<file path="config.mk">
export PLATFORM = sky130hd
export DESIGN_NAME = cfg_parallel_port
export DESIGN_NICKNAME = d
export VERILOG_FILES = /design/src/rtl/cfgp_pkg.sv /design/src/rtl/cfgp_write_path.sv /design/src/rtl/cfgp_read_path.sv /design/src/rtl/cfg_parallel_port.sv
export SDC_FILE = /design/constraint.sdc
export NUM_CORES = 1
export LEC_CHECK = 0
export BUFFER_PORTS_ARGS = -buffer_cell sky130_fd_sc_hd__buf_4
export CORE_UTILIZATION = 38
export DETAILED_ROUTE_END_ITERATION = 6
export PLACE_DENSITY_LB_ADDON = 0.3
export SETUP_SLACK_MARGIN = 0.15
export SLEW_MARGIN = 0
export SYNTH_ARGS = -nofsm -noshare
export SYNTH_HDL_FRONTEND = slang
export SYNTH_SLANG_ARGS = --single-unit
</file>
<file path="constraint.sdc">
create_clock -name clk -period 1.3 [get_ports clk]
set_input_delay 0.26 -clock clk [delete_from_list [all_inputs] [get_ports clk]]
set_output_delay 0.26 -clock clk [all_outputs]
set_load 0.02 [all_outputs]
</file>
<file path="src/rtl/cfgp_pkg.sv">
package cfgp_pkg;
    localparam logic [2:0] MODE_MASTER_PAR = 3'b011;
    localparam logic [2:0] MODE_SLAVE_PAR  = 3'b110;

    typedef struct packed {
        logic active;
        logic locked;
    } cfgp_ctl_t;
endpackage

</file>
<file path="src/rtl/cfgp_write_path.sv">
module cfgp_write_path
    import cfgp_pkg::*;
#(
    parameter int BUS_W = 8
) (
    input  logic             clk,
    input  logic             rst_n,
    input  logic             mode_ok,
    input  logic             cs_n,
    input  logic             wr_n,
    input  logic [BUS_W-1:0] bus_in,
    input  logic             load_done,
    output logic [BUS_W-1:0] strm_data,
    output logic             strm_valid,
    output cfgp_ctl_t        ctl
);
    typedef struct packed {
        cfgp_ctl_t        ctl;
        logic [BUS_W-1:0] data;
        logic             valid;
    } wr_state_t;

    wr_state_t        st_d, st_q;
    logic [BUS_W-1:0] rev_in;
    logic             accept;
    logic             abort_evt;

    for (genvar i = 0; i < BUS_W; i++) begin : g_rev
        assign rev_in[BUS_W-1-i] = bus_in[i];
    end

    always_comb begin
        st_d      = st_q;
        accept    = mode_ok && !cs_n && !wr_n && !st_q.ctl.locked;
        abort_evt = st_q.ctl.active && wr_n && !load_done;
        st_d.valid = accept;
        if (accept) begin
            st_d.data = rev_in;
        end
        if (load_done || abort_evt) begin
            st_d.ctl.active = 1'b0;
        end else if (accept) begin
            st_d.ctl.active = 1'b1;
        end
        if (abort_evt) begin
            st_d.ctl.locked = 1'b1;
        end else if (st_q.ctl.locked && cs_n && wr_n) begin
            st_d.ctl.locked = 1'b0;
        end
    end

    always_ff @(posedge clk or negedge rst_n) begin
        if (!rst_n) begin
            st_q <= '0;
        end else begin
            st_q <= st_d;
        end
    end

    assign strm_data  = st_q.data;
    assign strm_valid = st_q.valid;
    assign ctl        = st_q.ctl;

    assert_write_accept_R1: assert property (@(posedge clk) disable iff (!rst_n)
        (mode_ok && !cs_n && !wr_n && !ctl.locked) |=> strm_valid);
    assert_bit_order_R2: assert property (@(posedge clk) disable iff (!rst_n)
        (mode_ok && !cs_n && !wr_n && !ctl.locked) |=> (strm_data[BUS_W-1] == $past(bus_in[0])));
    assert_chip_select_R3: assert property (@(posedge clk) disable iff (!rst_n)
        cs_n |=> !strm_valid);
    assert_abort_raise_R5: assert property (@(posedge clk) disable iff (!rst_n)
        (ctl.active && wr_n && !load_done) |=> ctl.locked);
    assert_locked_ignore_R6: assert property (@(posedge clk) disable iff (!rst_n)
        ctl.locked |=> !strm_valid);
    assert_done_close_R8: assert property (@(posedge clk) disable iff (!rst_n)
        load_done |=> !ctl.active);
endmodule

</file>
<file path="src/rtl/cfgp_read_path.sv">
module cfgp_read_path
    import cfgp_pkg::*;
#(
    parameter int BUS_W = 8
) (
    input  logic             clk,
    input  logic             rst_n,
    input  logic             mode_ok,
    input  logic             cs_n,
    input  logic             wr_n,
    input  cfgp_ctl_t        ctl,
    input  logic [BUS_W-1:0] rb_data,
    output logic             rb_take,
    output logic [BUS_W-1:0] bus_out,
    output logic             bus_oe
);
    typedef struct packed {
        logic [BUS_W-1:0] out;
        logic             oe;
    } rd_state_t;

    rd_state_t        st_d, st_q;
    logic [BUS_W-1:0] rev_rb;
    logic             rb_cond;

    for (genvar i = 0; i < BUS_W; i++) begin : g_rev
        assign rev_rb[BUS_W-1-i] = rb_data[i];
    end

    always_comb begin
        st_d    = st_q;
        rb_cond = mode_ok && !cs_n && wr_n && !ctl.active && !ctl.locked;
        st_d.oe = rb_cond;
        if (rb_cond) begin
            st_d.out = rev_rb;
        end
    end

    always_ff @(posedge clk or negedge rst_n) begin
        if (!rst_n) begin
            st_q <= '0;
        end else begin
            st_q <= st_d;
        end
    end

    assign rb_take = rb_cond;
    assign bus_out = st_q.out;
    assign bus_oe  = st_q.oe;

    assert_oe_off_cs_R3: assert property (@(posedge clk) disable iff (!rst_n)
        cs_n |=> !bus_oe);
    assert_readback_drive_R7: assert property (@(posedge clk) disable iff (!rst_n)
        rb_take |=> (bus_oe && bus_out[0] == $past(rb_data[BUS_W-1])));
    assert_no_read_while_locked_R6: assert property (@(posedge clk) disable iff (!rst_n)
        ctl.locked |-> !rb_take);
endmodule

</file>
<file path="src/rtl/cfg_parallel_port.sv">
module cfg_parallel_port
    import cfgp_pkg::*;
#(
    parameter int BUS_W = 8
) (
    input  logic             clk,
    input  logic             rst_n,
    input  logic [2:0]       cfg_mode,
    input  logic             cs_n,
    input  logic             wr_n,
    input  logic [BUS_W-1:0] bus_in,
    output logic [BUS_W-1:0] bus_out,
    output logic             bus_oe,
    input  logic [BUS_W-1:0] rb_data,
    output logic             rb_take,
    output logic [BUS_W-1:0] strm_data,
    output logic             strm_valid,
    input  logic             load_done,
    output logic             abort_flag
);
    logic      mode_ok;
    cfgp_ctl_t ctl;

    assign mode_ok = (cfg_mode == MODE_MASTER_PAR) || (cfg_mode == MODE_SLAVE_PAR);

    cfgp_write_path #(.BUS_W(BUS_W)) u_wr (
        .clk        (clk),
        .rst_n      (rst_n),
        .mode_ok    (mode_ok),
        .cs_n       (cs_n),
        .wr_n       (wr_n),
        .bus_in     (bus_in),
        .load_done  (load_done),
        .strm_data  (strm_data),
        .strm_valid (strm_valid),
        .ctl        (ctl)
    );

    cfgp_read_path #(.BUS_W(BUS_W)) u_rd (
        .clk     (clk),
        .rst_n   (rst_n),
        .mode_ok (mode_ok),
        .cs_n    (cs_n),
        .wr_n    (wr_n),
        .ctl     (ctl),
        .rb_data (rb_data),
        .rb_take (rb_take),
        .bus_out (bus_out),
        .bus_oe  (bus_oe)
    );

    assign abort_flag = ctl.locked;

    assert_mode_gate_R4: assert property (@(posedge clk) disable iff (!rst_n)
        !mode_ok |=> (!strm_valid && !bus_oe));
    assert_one_direction_R7: assert property (@(posedge clk) disable iff (!rst_n)
        $onehot0({strm_valid, bus_oe}));
endmodule

</file>
==> impl_summary.txt, run 1 <==
----------------------------------------------------
[Placement]
  RePlAce Congestion ... 0.684
  Total half-perimeter wirelength after legalization and detailed placement ... 1100 um
  Port Buffer Count ... 43
  Pre-CTS worst setup slack ... -0.111 ns

[Layout]
  Number of fillers in the final layout ... 162
  Antenna diode count ... 0
  Area growth from synthesis to layout ... 65.1%
  Final #Nets ... 128
  Fraction of final layout cells with drive strength greater than 1 ... 75.7%

[Setup path]
  Most prevalent standard cell on the critical path ... buf_6
  Signal arrival time at the worst endpoint ... 1.34 ns
  Worst-path cell with the longest stage delay ... dfrtp_2
  Startpoint class of the critical path ... flop
  Critical path endpoint category ... output pin
  Critical Path RT ... 1.04 ns
  Critical path type ... reg -> out
  Buffers and inverters on the worst path ... 3
  Crit-path leading delay family ... flip-flops
  CP Cell Sequence ... nor3b_4 -> buf_6 -> nand4b_4 -> inv_4 -> buf_6
  Max stage delay on crit path ... 0.43 ns
  Critical-path maximum fanout ... 2

[Timing]
  Final slew viol count ... 0
  Worst-case headroom to the max-slew limit ... 83.8%
  Post-route clock period utilization ... 123%
  Setup_tns ... -2.95 ns
  Post-route clock skew ... 0.00186 ns
  Final worst hold slack ... 0.123 ns
  RSZ-0062 raised after global routing ... true
  Transition at the pin with the smallest max-transition slack ... 0.243 ns
  Final setup violation count ... 18
  Worst Setup Slack, final ... -0.296 ns
  Highest Clock Rate ... 0.627 GHz
  Shortest period the worst path allows ... 1.60 ns
  Final hold viol count ... 0

[GRT]
  Pin count of the biggest net entering global routing ... 21
  Remaining Overflow, GRT ... 0
  All-Layer GR Usage ... 13.8%
  Via count of the first global-routing pass ... 585
  Initial antenna violation count ... 0
  Global-route wire length before repair ... 2480 um

[Die]
  Horiz. Die Dim ... 48.5 um
  Std-Cell Rows ... 16
  Die Outline Area ... 0.00235 mm2
  Effective utilization at floorplan ... 41.0%
  Chip height ... 48.5 um
  Number of top-level design ports ... 44
  Core area ... 0.00200 mm2

[CTS]
  Clock slew at reported path FFs ... 0.11 ns
  Clock buffers created by TritonCTS ... 3
  Insertion delay of the later-clocked pin in the worst-skew pair ... 0.29 ns
  Master cell of the clock root buffer ... clkbuf_4
  Largest buffer count on any clock path ... 2
  TritonCTS clock tree ... done
  Maximum level of the CTS H-tree ... 1
  Clock net sink count ... 20

[Outcome]
  Violated checks ... negative setup slack
  Status ... finished with violations

[Logic synthesis]
  Net count after synthesis ... 71
  Async SR Flop Fraction ... 100%
  Synthesized flop and latch total ... 20
  Mapped Cells ... 47
  Post-synth top area share ... 61.0%
  Most common cell in the netlist ... dfrtp_1
  Synth top area cells ... dfrtp_1 (61%), mux2_4 (15%), mux2_2 (11%)
  Average cell area after synthesis ... 17.5 um2
  Number of library cell types mapped by synthesis ... 13
  Number of enable flip-flop cells after synthesis ... 0
  Count of yosys warnings during synthesis ... 0
  Dominant synthesized flop cell ... dfrtp_1
  Sequential element share of the synthesized area ... 61.0%
  Post-synth design cell area ... 821 um2
  Top cells by count, synth ... dfrtp_1 (20), mux2_2 (8), mux2_4 (8)
  Synth area leader ... dfrtp_1

[Run]
  MaxCap Viol Count ... 0

[Routing]
  First-pass detailed-route iteration total ... 2
  Vias post-DR ... 584
  Vias per std cell ... 4.49
  Post-DRT Antenna Nets ... 0
  Count of routing violations after the opening detailed-route iteration ... 2
  Total wirelength of the detailed-routed design ... 1490 um
  Final routed wire length divided by cell count ... 11.5 um
  DRC Markers ... 0

[Pwr]
  Power per standard cell area ... 1510 mW/mm2
  Peak VDD IR ... 0.997 mV
  Leakage component of the power ... 0.000686 uW

[Min path]
  Path class of the lowest-slack min-delay path ... in -> reg

----------------------------------------------------
==> cell families (layout without fill, tap and decap cells) <==
| kind of cell | after synthesis | in the layout | share of synthesized area [%] |
|---|---|---|---|
| AOI/OAI and AO/OA | 2 | 2 | 1.83 |
| xor gates and xnor gates | 1 | 1 | 1.98 |
| buffers and inverters | 3 | 59 | 2.29 |
| DFF | 20 | 20 | 61.0 |
| muxes | 16 | 16 | 25.6 |
| and+or+nand+nor | 5 | 5 | 7.32 |
==> through the flow <==
step | instance area (um2) | util, % | power, uW | std cells
after floorplan | 825 | - | 1190 | 47
after global placement | 1220 | 60.9 | 1500 | 121
after detailed placement | 1220 | 60.9 | 1510 | 121
after CTS | 1310 | 65.6 | 2020 | 128
after global routing | 1360 | 67.7 | 2150 | 130
final | 1360 | 67.7 | 2050 | 130
==> what timing repair did <==
item                                    in CTS  in global routing
endpoints found under the hold margin       20                  0
cloned                                       0                  0
endpoints found under the setup margin      18                 25
setup buffers                                2                  2
pin swaps                                    0                  0
gates resized for setup                      5                  7
hold buffers                                 1                  0
==> metal layers <==
metal  track usage [%]  vias to the layer above  wire (um)
li1                  -                      277          -
met1              17.4                      284        599
met2              22.5                       21        790
met3              3.77                        2         86
met4              5.88                        0         13
met5                 0                        -          0
==> state kept, by name, summed over array words and instances, names as in the netlist <==
signal / flops
u_rd.bus_out: 8
u_wr.strm_data: 8
u_wr.ctl: 2
u_rd.bus_oe: 1
u_wr.strm_valid: 1
==> worst register-to-register path: stages, from the launching register on <==
cell and delay [ns]:
dfrtp_2 0.43, nor3b_4 0.20, buf_6 0.13, nand4b_4 0.11, buf_4 0.15, buf_6 0.13, mux2_2 0.27
==> cells in the final DEF, fill, tap and decap left out <==
master / instances
inv_1: 1
nor3_1: 1
buf_6: 11
nand2_1: 1
dfrtp_1: 19
dlygate4sd3_1: 1
mux2_4: 8
clkbuf_4: 3
buf_4: 40
bufinv_16: 1
nor3b_4: 1
mux2_2: 8
dfrtp_2: 1
a32o_1: 1
xor2_2: 1
buf_12: 1
and3b_2: 1
inv_4: 1
nand4b_4: 1
a21oi_1: 1
==> cell type report <==
cell class                      instances  area (um2)  area share (%)
Sequential cell                        20         502            37.0
Timing Repair Buffer                   53         454            33.5
Multi-Input combinational cell         24         303            22.3
Tap cell                               27        33.8            2.49
Clock inverter                          1        30.0            2.22
Clock buffer                            3        22.5            1.66
Inverter                                2        10.0           0.739
==> report_power, final <==
part,switching [uW],leakage (uW),internal [uW],total (uW)
Combinational,309,0.000413,418,727
Sequential,73.7,0.000245,757,831
Clock,179,0.0000279,311,490
==> worst paths after layout <==
kind / start / end / slack (ns) / cells after the start
max: u_wr.ctl[0]$_DFFE_PN0P_ / rb_take / -0.30 / 5
min: load_done / u_wr.ctl[1]$_DFFE_PN0P_ / 0.12 / 2
max reg2reg: u_wr.ctl[0]$_DFFE_PN0P_ / u_rd.bus_out[6]$_DFFE_PN0P_ / -0.22 / 6
min reg2reg: u_rd.bus_out[6]$_DFFE_PN0P_ / u_rd.bus_out[6]$_DFFE_PN0P_ / 0.52 / 1
max in group asynchronous: rst_n / u_wr.ctl[0]$_DFFE_PN0P_ / 0.71 / 2
min in group asynchronous: rst_n / u_wr.strm_data[2]$_DFFE_PN0P_ / 0.38 / 2
Note: power is estimated with default switching activity, not from simulation.
==> inputs of run 2 (changes only) <==
--- a/config.mk
+++ b/config.mk
@@ -9,7 +9,7 @@
 export CORE_UTILIZATION = 38
 export DETAILED_ROUTE_END_ITERATION = 6
 export PLACE_DENSITY_LB_ADDON = 0.3
-export SETUP_SLACK_MARGIN = 0.15
+export SETUP_SLACK_MARGIN = 0.05
 export SLEW_MARGIN = 0
 export SYNTH_ARGS = -nofsm -noshare
 export SYNTH_HDL_FRONTEND = slang
==> run 2 against run 1 <==
The run still ends with negative setup slack left. Clock power hardly changed. Combinational power down 6.3%. Cell area shrank 3.0%. Global-route usage shrank 0.27 points. Largest power group unchanged. Sequential cell count unchanged. Non-clock buffer count decreased by 2.
==> impl_summary.txt, run 2 (synthesis results as in run 1) <==
----------------------------------------------------
[Timing]
  Final worst hold slack ... 0.125 ns (was 0.123 ns)
  Final hold viol count ... 0 (unchanged)
  Post-route clock period utilization ... 123% (about the same)
  Final slew viol count ... 0 (unchanged)
  Worst Setup Slack, final ... -0.299 ns (was -0.296 ns)
  Final setup violation count ... 17 (was 18)
  Shortest period the worst path allows ... 1.60 ns (about the same)
  RSZ-0062 raised after global routing ... true (unchanged)
  Worst-case headroom to the max-slew limit ... 83.8% (about the same)
  Highest Clock Rate ... 0.625 GHz (was 0.627 GHz)
  Transition at the pin with the smallest max-transition slack ... 0.242 ns (was 0.243 ns)
  Post-route clock skew ... 0.000842 ns (was 0.00186 ns)

[GRT]
  Initial antenna violation count ... 0 (unchanged)
  All-Layer GR Usage ... 13.6% (was 13.8%)
  Via count of the first global-routing pass ... 574 (was 585)
  Global-route wire length before repair ... 2430 um (was 2480 um)
  Remaining Overflow, GRT ... 0 (unchanged)
  Pin count of the biggest net entering global routing ... 21 (unchanged)

[Layout]
  Number of fillers in the final layout ... 167 (was 162)
  Most used cells in the layout excluding fill and tap cells ... buf_4 (45), dfrtp_1 (19), mux2_4 (8), mux2_2 (8), buf_6 (4) (was buf_4 (40), dfrtp_1 (19), buf_6 (11))
  Area growth from synthesis to layout ... 60.1% (was 65.1%)
  Fraction of final layout cells with drive strength greater than 1 ... 75.2% (was 75.7%)
  Most common cell after layout, fill and taps aside ... buf_4 (unchanged)
  Antenna diode count ... 0 (unchanged)
  Final cell count without fillers ... 128 (was 130)
  Final #Nets ... 126 (was 128)

[Setup path]
  Startpoint class of the critical path ... flop (unchanged)
  Buffers and inverters on the worst path ... 3 (unchanged)
  CP Cell Sequence ... nor3b_4 -> buf_6 -> nand4b_4 -> inv_4 -> buf_6 (unchanged)
  Register-to-Register Path Depth ... 6 (unchanged)
  Critical path endpoint category ... output pin (unchanged)
  Max stage delay on crit path ... 0.43 ns (about the same)
  Critical path type ... reg -> out (unchanged)
  Flop-to-flop setup slack ... -0.23 ns (was -0.22 ns)
  Critical Path RT ... 1.04 ns (about the same)
  Most prevalent standard cell on the critical path ... buf_6 (unchanged)
  Signal arrival time at the worst endpoint ... 1.34 ns (about the same)
  Crit-path leading delay family ... flip-flops (unchanged)
  Critical-path maximum fanout ... 2 (unchanged)
  Worst-path cell with the longest stage delay ... dfrtp_2 (unchanged)
  Worst reg2reg endpoint ... u_rd.bus_out[4]$_DFFE_PN0P_ (was u_rd.bus_out[6]$_DFFE_PN0P_)
  Reg-to-reg critical path startpoint ... u_wr.ctl[0]$_DFFE_PN0P_ (unchanged)

[Min path]
  Path class of the lowest-slack min-delay path ... in -> reg (unchanged)
  Worst Hold Path Cells ... 2 (unchanged)
  Min-delay src ... load_done (unchanged)
  WHS Endpoint ... u_wr.ctl[1]$_DFFE_PN0P_ (unchanged)

[Routing]
  First-pass detailed-route iteration total ... 2 (unchanged)
  Vias post-DR ... 576 (was 584)
  Final routed wire length divided by cell count ... 11.3 um (was 11.5 um)
  Count of routing violations after the opening detailed-route iteration ... 2 (unchanged)
  Post-DRT Antenna Nets ... 0 (unchanged)
  Vias per std cell ... 4.50 (was 4.49)
  Total wirelength of the detailed-routed design ... 1450 um (was 1490 um)
  DRC Markers ... 0 (unchanged)

[Placement]
  Total half-perimeter wirelength after legalization and detailed placement ... 1100 um (unchanged)
  Count of placed standard cells including taps ... 121 (unchanged)
  RePlAce Congestion ... 0.684 (unchanged)
  Port Buffer Count ... 43 (unchanged)

[Pwr]
  Peak VDD IR ... 0.975 mV (was 0.997 mV)
  Final Power ... 1990 uW (was 2050 uW)
  Leakage component of the power ... 0.000668 uW (was 0.000686 uW)
  Power per standard cell area ... 1520 mW/mm2 (was 1510 mW/mm2)

[CTS]
  Insertion delay of the later-clocked pin in the worst-skew pair ... 0.29 ns (about the same)
  TritonCTS clock tree ... done (unchanged)
  Largest buffer count on any clock path ... 2 (unchanged)
  Master cell of the clock root buffer ... clkbuf_4 (unchanged)
  Maximum level of the CTS H-tree ... 1 (unchanged)
  Clock slew at reported path FFs ... 0.11 ns (about the same)
  Clock net sink count ... 20 (unchanged)
  Clock buffers created by TritonCTS ... 3 (unchanged)

[Die]
  Chip height ... 48.5 um (unchanged)
  Die Outline Area ... 0.00235 mm2 (unchanged)
  Effective utilization at floorplan ... 41.0% (unchanged)
  Core area ... 0.00200 mm2 (unchanged)
  Horiz. Die Dim ... 48.5 um (unchanged)
  Number of top-level design ports ... 44 (unchanged)
  Std-Cell Rows ... 16 (unchanged)

[Run]
  MaxCap Viol Count ... 0 (unchanged)

[Outcome]
  Status ... finished with violations (unchanged)
  Violated checks ... negative setup slack (unchanged)

----------------------------------------------------
run 2: report_power, final:
part           leakage [uW]  switching, uW  internal, uW
Combinational      0.000395            304           377
Clock             0.0000279            177           311
Sequential         0.000245           65.9           757
Total              0.000668            548          1440
run 2: layout make-up:
type | count | area (um2) | share of cell area [%]
Sequential cell | 20 | 502 | 38.2
Clock inverter | 1 | 30.0 | 2.29
Tap cell | 27 | 33.8 | 2.57
Clock buffer | 3 | 22.5 | 1.71
Multi-Input combinational cell | 24 | 303 | 23.0
Timing Repair Buffer | 51 | 413 | 31.4
Inverter | 2 | 10.0 | 0.762
run 2: worst max path at each step:
stage / startpoint / to / slack (ns) / depth (start not counted)
after floorplan: u_wr.ctl[0]$_DFFE_PN0P_ / u_wr.strm_data[0]$_DFFE_PN0P_ / -0.16 / 4
after global placement: u_wr.ctl[0]$_DFFE_PN0P_ / rb_take / -0.09 / 5
after detailed placement: u_wr.ctl[0]$_DFFE_PN0P_ / rb_take / -0.11 / 5
after CTS: u_wr.ctl[0]$_DFFE_PN0P_ / rb_take / -0.31 / 5
after global routing: u_wr.ctl[0]$_DFFE_PN0P_ / rb_take / -0.37 / 5
final: u_wr.ctl[0]$_DFFE_PN0P_ / rb_take / -0.30 / 5
run 2: metrics by stage:
step	cell area, um2	setup TNS, ns	worst slack, ns	util [%]
3_5_place_dp	1220	-1.27	-0.111	60.9
4_1_cts	1300	-2.19	-0.306	65.1
3_3_place_gp	1220	-1.00	-0.0876	60.9
6_report	1310	-2.97	-0.299	65.6
2_1_floorplan	825	-1.50	-0.158	-
5_1_grt	1310	-3.63	-0.366	65.6
run 2: timing repair:
action                                 in CTS  in global routing
setup endpoints to repair                  18                 18
setup buffers                               1                  1
gates resized for setup                     4                  1
hold buffers                                1                  0
endpoints found under the hold margin      20                  0
run 2: metal layers:
metal | track usage [%] | wire length (um) | up-vias
li1 | - | - | 273
met1 | 17.0 | 591 | 280
met2 | 22.1 | 756 | 21
met3 | 3.77 | 86 | 2
met4 | 5.88 | 13 | 0
met5 | 0 | 0 | -
run 2: worst reg2reg max path: stages (launching register included):
cell,delay (ns)
dfrtp_2,0.43
nor3b_4,0.20
buf_6,0.13
nand4b_4,0.11
buf_4,0.16
buf_6,0.13
mux2_2,0.27
==> inputs of run 3 (changes only) <==
--- a/config.mk
+++ b/config.mk
@@ -13,4 +13,5 @@
 export SLEW_MARGIN = 0
 export SYNTH_ARGS = -nofsm -noshare
 export SYNTH_HDL_FRONTEND = slang
+export SYNTH_HIERARCHICAL = 1
 export SYNTH_SLANG_ARGS = --single-unit
==> run 3 against run 2 <==
The flow still finishes with violations (negative setup slack). Sequential power increased by 0.5%. Critical path depth decreased by 1. Cell count increased by 1.6%. Utilization increased by 1.5 points. Area after synthesis decreased by 3.4%. Maximum frequency increased by 3.1%. Count of clock-buffer cells in the layout unchanged. Sequential cell count unchanged. First-iteration DRC count increased by 50%. Synthesized cell count increased by 2.1%.
==> impl_summary.txt, run 3 <==
----------------------------------------------------
[Outcome]
  Status ... finished with violations (unchanged)
  Violated checks ... negative setup slack (unchanged)

[GRT]
  Initial antenna violation count ... 0 (unchanged)
  Global-route wire length before repair ... 2130 um (was 2430 um)
  Pin count of the biggest net entering global routing ... 21 (unchanged)
  All-Layer GR Usage ... 14.5% (was 13.6%)
  Via count of the first global-routing pass ... 552 (was 574)
  Remaining Overflow, GRT ... 0 (unchanged)

[Die]
  Effective utilization at floorplan ... 40.4% (was 41.0%)
  Chip height ... 47.7 um (was 48.5 um)
  Die Outline Area ... 0.00227 mm2 (was 0.00235 mm2)
  Horiz. Die Dim ... 47.7 um (was 48.5 um)
  Core area ... 0.00196 mm2 (was 0.00200 mm2)
  Number of top-level design ports ... 44 (unchanged)
  Std-Cell Rows ... 16 (unchanged)

[Logic synthesis]
  Mapped Cells ... 48 (was 47)
  Synthesized flop and latch total ... 20 (unchanged)
  Dominant synthesized flop cell ... dfrtp_1 (unchanged)
  Post-synth design cell area ... 793 um2 (was 821 um2)
  Count of yosys warnings during synthesis ... 6 (was 0)
  Post-synth top area share ... 63.1% (was 61.0%)
  Top cells by count, synth ... dfrtp_1 (20), mux2_2 (16), nand2_1 (2), nor4b_4 (2) (was dfrtp_1 (20), mux2_2 (8), mux2_4 (8))
  Synth top area cells ... dfrtp_1 (63%), mux2_2 (23%), nor4b_4 (6.0%) (was dfrtp_1 (61%), mux2_4 (15%), mux2_2 (11%))
  Async SR Flop Fraction ... 100% (unchanged)
  Sequential element share of the synthesized area ... 63.1% (was 61.0%)
  Net count after synthesis ... 72 (was 71)
  Average cell area after synthesis ... 16.5 um2 (was 17.5 um2)
  Number of enable flip-flop cells after synthesis ... 0 (unchanged)
  Most common cell in the netlist ... dfrtp_1 (unchanged)
  Synth area leader ... dfrtp_1 (unchanged)
  Number of library cell types mapped by synthesis ... 12 (was 13)

[CTS]
  TritonCTS clock tree ... done (unchanged)
  Master cell of the clock root buffer ... clkbuf_4 (unchanged)
  Largest buffer count on any clock path ... 2 (unchanged)
  Insertion delay of the later-clocked pin in the worst-skew pair ... 0.30 ns (was 0.29 ns)
  Clock slew at reported path FFs ... 0.12 ns (was 0.11 ns)
  Clock buffers created by TritonCTS ... 3 (unchanged)
  Clock net sink count ... 20 (unchanged)
  Maximum level of the CTS H-tree ... 1 (unchanged)

[Layout]
  Final Cell Area ... 0.00132 mm2 (was 0.00131 mm2)
  Area growth from synthesis to layout ... 66.1% (was 60.1%)
  Antenna diode count ... 0 (unchanged)
  Most common cell after layout, fill and taps aside ... buf_4 (unchanged)
  Number of fillers in the final layout ... 155 (was 167)
  Fraction of final layout cells with drive strength greater than 1 ... 73.8% (was 75.2%)
  Most used cells in the layout excluding fill and tap cells ... buf_4 (47), dfrtp_1 (19), mux2_4 (9) (was buf_4 (45), dfrtp_1 (19), mux2_4 (8), mux2_2 (8), buf_6 (4))
  Final #Nets ... 128 (was 126)

[Timing]
  Transition at the pin with the smallest max-transition slack ... 0.270 ns (was 0.242 ns)
  RSZ-0062 raised after global routing ... true (unchanged)
  Final setup violation count ... 18 (was 17)
  Post-route clock period utilization ... 119% (was 123%)
  Final slew viol count ... 0 (unchanged)
  Final worst hold slack ... 0.145 ns (was 0.125 ns)
  Final hold viol count ... 0 (unchanged)
  Post-route clock skew ... 0.0138 ns (was 0.000842 ns)
  Worst-case headroom to the max-slew limit ... 81.9% (was 83.8%)
  Highest Clock Rate ... 0.645 GHz (was 0.625 GHz)
  Shortest period the worst path allows ... 1.55 ns (was 1.60 ns)
  Worst Setup Slack, final ... -0.251 ns (was -0.299 ns)

[Routing]
  Final routed wire length divided by cell count ... 11.8 um (was 11.3 um)
  Post-DRT Antenna Nets ... 0 (unchanged)
  DRC Markers ... 0 (unchanged)
  Count of routing violations after the opening detailed-route iteration ... 3 (was 2)
  First-pass detailed-route iteration total ... 2 (unchanged)
  Vias post-DR ... 607 (was 576)
  Vias per std cell ... 4.67 (was 4.50)
  Total wirelength of the detailed-routed design ... 1540 um (was 1450 um)

[Setup path]
  Flop-to-flop setup slack ... -0.17 ns (was -0.23 ns)
  Startpoint class of the critical path ... flop (unchanged)
  Critical Path RT ... 1.04 ns (about the same)
  Reg-to-reg critical path startpoint ... u_wr/ctl[1]$_DFFE_PN0P_ (was u_wr.ctl[0]$_DFFE_PN0P_)
  Critical path type ... reg -> out (unchanged)
  Setup crit start ... u_wr/ctl[1]$_DFFE_PN0P_ (was u_wr.ctl[0]$_DFFE_PN0P_)
  Critical-path maximum fanout ... 2 (unchanged)
  Signal arrival time at the worst endpoint ... 1.29 ns (was 1.34 ns)
  Critical path endpoint category ... output pin (unchanged)

[Placement]
  Total half-perimeter wirelength after legalization and detailed placement ... 1130 um (was 1100 um)
  RePlAce Congestion ... 0.727 (was 0.684)
  Placed standard-cell area ... 0.00118 mm2 (was 0.00122 mm2)
  Port Buffer Count ... 43 (unchanged)

[Pwr]
  Leakage component of the power ... 0.000674 uW (was 0.000668 uW)
  Peak VDD IR ... 0.915 mV (was 0.975 mV)
  Power per standard cell area ... 1520 mW/mm2 (about the same)

[Run]
  MaxCap Viol Count ... 0 (unchanged)

[Min path]
  Min-delay src ... load_done (unchanged)
  Path class of the lowest-slack min-delay path ... in -> reg (unchanged)

----------------------------------------------------
==> run 3: what timing repair did <==
item | CTS | global route
hold buffers | 1 | 0
resized for setup | 9 | 7
setup buffers | 3 | 1
pin swaps | 1 | 1
gates cloned | 0 | 1
endpoints found under the hold margin | 20 | 0
setup endpoints to repair | 18 | 18
==> run 3: path summary, 6_finish.rpt <==
kind                       cells after the start                             to
setup / recovery                               4                        rb_take
setup reg to reg                               5    u_rd/bus_out[1]$_DFFE_PN0P_
hold / removal                                 2        u_wr/ctl[0]$_DFFE_PN0P_
hold reg to reg                                1  u_wr/strm_data[0]$_DFFE_PN0P_
min in group asynchronous                      2        u_wr/ctl[1]$_DFFE_PN0P_
max in group asynchronous                      2        u_wr/ctl[0]$_DFFE_PN0P_
==> run 3: area by class of cell <==
cell class | count | area, um2 | share of cell area (%)
Clock buffer | 3 | 22.5 | 1.71
Clock inverter | 1 | 30.0 | 2.28
Inverter | 1 | 3.75 | 0.285
Multi-Input combinational cell | 27 | 325 | 24.7
Sequential cell | 20 | 502 | 38.1
Tap cell | 27 | 33.8 | 2.56
Timing Repair Buffer | 51 | 400 | 30.4
==> run 3: logic make-up after synthesis <==
| kind of cell | synth area share (%) |
|---|---|
| buffers and inverters | 0.473 |
| muxes | 22.7 |
| and+or+nand+nor | 10.6 |
| DFF | 63.1 |
| AOI/OAI and AO/OA | 2.05 |
| xor gates and xnor gates | 1.10 |
==> run 3: metrics by stage <==
stage	worst slack (ns)	TNS, ns	util (%)	power, uW	instances
CTS	-0.273	-2.82	66.4	2010	130
global route	-0.310	-2.41	67.2	2120	130
floorplan	-0.186	-1.49	-	1150	48
finish	-0.251	-1.78	67.2	2010	130
global placement	-0.201	-2.44	60.3	1460	122
detailed placement	-0.239	-2.82	60.3	1470	122
==> run 3: critical path, cell delays in order, from the launching register on <==
cell	delay (ns)
dfrtp_1	0.43
nor4b_4	0.32
nand2_4	0.07
inv_2	0.07
buf_6	0.11
==> run 3: power by group <==
part	total [uW]	internal (uW)	switching (uW)
logic	684	380	304
clock network	497	312	185
registers	826	757	69.8
total	2010	1450	559
==> run 3: per-layer routing <==
| layer | part of all wire (%) | up-vias | global-route usage [%] |
|---|---|---|---|
| li1 | - | 279 | - |
| met1 | 44 | 309 | 16.5 |
| met2 | 51 | 17 | 23.2 |
| met3 | 3.6 | 2 | 3.40 |
| met4 | 1.2 | 0 | 11.7 |
| met5 | 0 | - | 0 |
